**config.mk**
```make
export PLATFORM = sky130hd
export DESIGN_NAME = evt_collect_top
export DESIGN_NICKNAME = d
export VERILOG_FILES = /design/src/rtl/evt_collect_pkg.sv /design/src/rtl/evt_addr_seq.sv /design/src/rtl/evt_bank.sv /design/src/rtl/evt_collect_top.sv
export SDC_FILE = /design/constraint.sdc
export NUM_CORES = 1
export LEC_CHECK = 0
export BUFFER_PORTS_ARGS = -buffer_cell sky130_fd_sc_hd__buf_2
export CAP_MARGIN = 10
export CELL_PAD_IN_SITES_DETAIL_PLACEMENT = 0
export CELL_PAD_IN_SITES_GLOBAL_PLACEMENT = 1
export CORE_ASPECT_RATIO = 0.9
export CORE_MARGIN = 2
export CORE_UTILIZATION = 45
export DETAILED_ROUTE_END_ITERATION = 6
export PLACE_DENSITY_LB_ADDON = 0.1
export SKIP_LAST_GASP = 1
export SYNTH_ARGS = -nofsm -noshare
export SYNTH_HDL_FRONTEND = slang
export SYNTH_SLANG_ARGS = --single-unit
```
**constraint.sdc**
```tcl
create_clock -name clk -period 3.02 [get_ports clk]
set_input_delay 0.453 -clock clk [delete_from_list [all_inputs] [get_ports clk]]
set_output_delay 0.453 -clock clk [all_outputs]
set_load 0.02 [all_outputs]
```
**src/rtl/evt_collect_pkg.sv**
```systemverilog
package evt_collect_pkg;
  localparam int BANKS  = 3;
  localparam int BANK_W = 8;
  localparam int ADDR_W = 4;
  localparam int EVT_W  = BANKS * BANK_W;
  // event bits that never latch
  localparam logic [EVT_W-1:0] RSVD_BITS = 24'h80_0000;
endpackage

```
**src/rtl/evt_addr_seq.sv**
```systemverilog
module evt_addr_seq #(
  parameter int ADDR_W = 4
) (
  input  logic              clk,
  input  logic              rst,
  input  logic              start,
  input  logic [ADDR_W-1:0] addr,
  input  logic              wr,
  input  logic              rd,
  output logic [ADDR_W-1:0] acc_addr,
  output logic              acc_wr,
  output logic              acc_rd
);
  logic [ADDR_W-1:0] ptr;

  assign acc_addr = start ? addr : ptr;
  assign acc_wr   = wr;
  assign acc_rd   = rd;

  always_ff @(posedge clk) begin
    if (rst)
      ptr <= '0;
    else if (wr || rd)
      ptr <= acc_addr + 1'b1;
    else if (start)
      ptr <= addr;
  end
endmodule

```
**src/rtl/evt_bank.sv**
```systemverilog
module evt_bank #(
  parameter int          W    = 8,
  parameter logic [W-1:0] RSVD = '0
) (
  input  logic         clk,
  input  logic         rst,
  input  logic [W-1:0] evt,
  input  logic         clr,
  input  logic         lm_we,
  input  logic         sm_we,
  input  logic [W-1:0] wdata,
  output logic [W-1:0] stat,
  output logic [W-1:0] lmask,
  output logic [W-1:0] smask
);
  logic [W-1:0] evt_q;
  logic [W-1:0] rise;
  logic [W-1:0] kept;

  assign rise = evt & ~evt_q;
  assign kept = clr ? '0 : stat;

  always_ff @(posedge clk) begin
    if (rst) begin
      evt_q <= '0;
      stat  <= '0;
      lmask <= '1;
      smask <= '1;
    end else begin
      evt_q <= evt;
      stat  <= (kept | (rise & ~smask)) & ~RSVD;
      if (lm_we) lmask <= wdata;
      if (sm_we) smask <= wdata;
    end
  end
endmodule

```
**src/rtl/evt_collect_top.sv**
```systemverilog
module evt_collect_top
  import evt_collect_pkg::*;
#(
  parameter int                         N_BANK = BANKS,
  parameter int                         BW     = BANK_W,
  parameter int                         AW     = ADDR_W,
  parameter logic [N_BANK*BW-1:0]       RSVD   = RSVD_BITS
) (
  input  logic                  clk,
  input  logic                  rst,
  input  logic                  bus_start,
  input  logic [AW-1:0]         bus_addr,
  input  logic                  bus_wr,
  input  logic                  bus_rd,
  input  logic [BW-1:0]         bus_wdata,
  output logic [BW-1:0]         bus_rdata,
  input  logic [N_BANK*BW-1:0]  evt_in,
  output logic                  irq_out
);
  localparam int          NEVT   = N_BANK * BW;
  localparam logic [AW-1:0] ST_END = AW'(N_BANK);

  logic [AW-1:0] acc_addr;
  logic          acc_wr;
  logic          acc_rd;
  logic          clr_all;

  logic [BW-1:0] stat_b  [N_BANK];
  logic [BW-1:0] lmask_b [N_BANK];
  logic [BW-1:0] smask_b [N_BANK];
  logic [NEVT-1:0] stat_vec;
  logic [NEVT-1:0] lmask_vec;
  logic [NEVT-1:0] smask_vec;
  logic [BW-1:0]   rd_val;

  evt_addr_seq #(.ADDR_W(AW)) u_seq (
    .clk      (clk),
    .rst      (rst),
    .start    (bus_start),
    .addr     (bus_addr),
    .wr       (bus_wr),
    .rd       (bus_rd),
    .acc_addr (acc_addr),
    .acc_wr   (acc_wr),
    .acc_rd   (acc_rd)
  );

  assign clr_all = acc_wr && (acc_addr < ST_END);

  for (genvar b = 0; b < N_BANK; b++) begin : g_bank
    localparam logic [AW-1:0] LM_A = AW'(N_BANK + b);
    localparam logic [AW-1:0] SM_A = AW'(2 * N_BANK + b);
    evt_bank #(
      .W    (BW),
      .RSVD (RSVD[b*BW +: BW])
    ) u_bank (
      .clk   (clk),
      .rst   (rst),
      .evt   (evt_in[b*BW +: BW]),
      .clr   (clr_all),
      .lm_we (acc_wr && (acc_addr == LM_A)),
      .sm_we (acc_wr && (acc_addr == SM_A)),
      .wdata (bus_wdata),
      .stat  (stat_b[b]),
      .lmask (lmask_b[b]),
      .smask (smask_b[b])
    );
    assign stat_vec [b*BW +: BW] = stat_b[b];
    assign lmask_vec[b*BW +: BW] = lmask_b[b];
    assign smask_vec[b*BW +: BW] = smask_b[b];
  end

  always_comb begin
    rd_val = '0;
    for (int b = 0; b < N_BANK; b++) begin
      if (acc_addr == AW'(b))              rd_val = stat_b[b];
      if (acc_addr == AW'(N_BANK + b))     rd_val = lmask_b[b];
      if (acc_addr == AW'(2 * N_BANK + b)) rd_val = smask_b[b];
    end
  end

  always_ff @(posedge clk) begin
    if (rst) begin
      bus_rdata <= '0;
      irq_out   <= 1'b0;
    end else begin
      if (acc_rd) bus_rdata <= rd_val;
      irq_out <= |(stat_vec & ~lmask_vec);
    end
  end
endmodule

```
==> out/metrics.yaml <==
power_and_ir_drop:
  power_frac_clock_pct: 35.1
  power_density_nw_per_um2: 558.8
  swShare_pct: 27.54
  intPower_w: 0.002210
  seq_power_share_pct: 49.5
  leakage_nw: 2.154
  comb_power_share_pct: 15.4
  ir_worst_vdd_mv: 0.2660
  p_switching_w: 0.0008400
layout:
  synthToLayoutAreaGrowth_pct: 12.51
  fin_area_um2: 5458
  fillers: 982
  multi_input_area_um2: 2375
  n_antenna_cell: 0
  final-seq-area_um2: 2142
  layout-drive-gt1-share_pct: 17.57
  final_cell_mix: "dfxtp_1 (107), nor2_1 (83), a211o_1 (48)"
  final_common_cell: "dfxtp_1"
  nNetsFinal: 611
cts:
  post-cts-setup-buffer-count: 0
  root_buffer: "clkbuf_16"
  cts_htree_levels: 3
  tritoncts: "built"
  clkLatencyLatePin_ns: 0.35
  cts_resized: 0
  cts_buffer_depth: 2
  hold_buffers: 0
  clock_sinks: 107
  clkSlewWorstSetupHoldPaths_ns: 0.07
  cts_inserted_buffers: 9
route:
  vias: 4242
  antenna_left: 0
  wl_mm: 14.04
  drt-vias-per-instance: 6.077
  avgRoutedWirePerCell_um: 20.12
  route.detailed.drc: 0
  first_pass_iters: 5
  drtIter0Drc: 461
status:
  status: "finished, final reports clean"
worst_setup_path:
  end_kind: "flop"
  slowest_delay_ns: 0.43
  crit_chain: "buf_2 > mux2i_1 > inv_1 > ha_1 > buf_12 > a221o_1 > a32o_1 > a31oi_1 > o22ai_1"
  setup.worst_path.start_class: "input pin"
  cp_max_fo: 23
  crit_path_top_delay_cell: "mux2i_1"
  crit_required_ns: 3.24
  critPathKind: "input pin to flop"
  arrival_ns: 2.64
die:
  pin_count: 50
  start_util_pct: 46.74
  chipWidth_um: 113.4
  die-area_um2: 11630
  num_rows: 35
  core_area_um2: 10380
  die_h_um: 102.5
synth:
  synth_seq_cells: 107
  netlist_area_um2: 4851
  ys.warnings.count: 0
  synth_cells: 527
  synth_nets: 572
  yosysSeqAreaShare_pct: 44.16
  synthFlopType: "dfxtp_1"
  synthArstFlopShare_pct: 0
  yosys.area.top_type: "dfxtp_1"
  ys_types: 62
  netlist_top_cells_area: "dfxtp_1 (44%), a211o_1 (8.7%), nor2_1 (6.4%)"
  syn_avg_cell_area_um2: 9.205
  synth_edf_count: 0
  synthDominantCellAreaShare_pct: 44.16
global_route:
  grt_pass1_wl_mm: 22.09
  track_usage_pct: 25.26
  grt_busiest_layer: "met2"
  met3_usage_pct: 4.762
  grt_antenna_before_repair: 0
  grt_start_max_net_pins: 60
  grt_overflow_total: 0
  use_met2_pct: 40.76
  met1_usage_pct: 34.56
  grt_pass1_vias: 3983
timing:
  period_share_pct: 80.00
  finalClockSkew_ns: 0.006472
  max_freq_mhz: 413.9
  hold_viol_final: 0
  tns_ns: 0
  slew_headroom_pct: 58.31
  layout_min_cycle_time_ns: 2.416
  slew_violations: 0
  worstMarginPinSlew_ns: 0.6253
  setup_viol: 0
  rsz0062_at_grt: "false"
placed_design:
  placed_cell_area_um2: 5200
  place_congestion: 0.9230
  io_buffers: 48
  hpwl_mm: 9.773
job:
  drv_cap: 0
min_path:
  hold_path_class: "input pin to flop"
power groups by stage:
stage               sequential (W)  clock [W]  combinational, W
floorplan                  0.00154          0          0.000308
detailed placement         0.00154          0          0.000463
finish                     0.00151    0.00107          0.000470
global placement           0.00154          0          0.000458
global route               0.00152    0.00115          0.000509
CTS                        0.00151    0.00109          0.000465
critical path, delay by kind of cell:
family / cells / cell delay, ns
adder cells (fa/ha/maj): 1 / 0.23
AO/OA/AOI/OAI: 4 / 0.96
buffers and inverters: 3 / 0.55
multiplexers: 1 / 0.43
area by class of cell:
type,instances,area share [%]
Sequential cell,107,39.25
Clock inverter,4,0.5273
Timing Repair Buffer,65,7.015
Clock buffer,10,4.195
Tap cell,129,2.957
Inverter,37,2.545
Multi-Input combinational cell,346,43.51
per-stage QoR:
stage          util [%]  setup slack [ns]  power (W)  hold slack (ns)  std cells
6_report          52.59            0.6040   0.003050           0.2898        698
5_1_grt           52.59            0.4201   0.003176           0.2846        698
3_3_place_gp      50.10            0.2811   0.001997           0.4469        684
2_1_floorplan         -            0.4919   0.001851           0.4299        527
3_5_place_dp      50.10            0.2584   0.002004           0.4608        684
4_1_cts           52.59            0.6245   0.003066           0.2874        698
layer usage:
layer,part of all wire (%),wire (µm)
met5,0,0
met4,2.2,312
met2,45,6352
met3,7.5,1053
met1,45,6323
cell usage after synthesis, types with 4 or more instances:
cell	instances
a211o_1	48
a21oi_1	27
a221o_1	10
a221oi_1	4
a222oi_1	5
a31oi_1	11
a32oi_1	5
buf_2	11
clkbuf_1	18
dfxtp_1	107
ha_1	4
inv_1	36
mux2i_1	4
nand2_1	9
nor2_1	83
nor2b_1	32
nor3b_1	21
o21ai_0	5
o221ai_1	7
o22ai_1	11
sequential cells by signal, summed over array words and instances (netlist names):
register,flops
bus_rdata,8
g_bank.u_bank.smask,24
irq_out,1
g_bank.u_bank.stat,23
g_bank.u_bank.evt_q,23
g_bank.u_bank.lmask,24
u_seq.ptr,4
logic make-up (layout without fill, tap and decap cells):
group | count (synthesis) | count (layout) | share of synthesized area, %
adder cells (fa/ha/maj) | 4 | 4 | 1.032
AO/OA/AOI/OAI | 163 | 163 | 26.54
buffers and inverters | 74 | 116 | 6.887
multiplexers | 4 | 4 | 0.8254
AND/OR/NAND/NOR | 172 | 172 | 20.02
flip-flops | 107 | 107 | 44.16
XOR/XNOR | 3 | 3 | 0.5418
final timing paths:
check,from,to,slack [ns],cells after the start
worst max-delay path,bus_start,bus_rdata[3]$_SDFFE_PP0P_,0.60,9
worst min-delay path,rst,g_bank[0].u_bank.evt_q[3]$_SDFF_PP0_,0.29,2
worst max register to register,u_seq.ptr[1]$_SDFF_PP0_,bus_rdata[3]$_SDFFE_PP0P_,0.77,10
worst min register to register,g_bank[2].u_bank.lmask[7]$_SDFFE_PP1P_,g_bank[2].u_bank.lmask[7]$_SDFFE_PP1P_,0.49,1
Note: power is estimated with default switching activity, not from simulation.
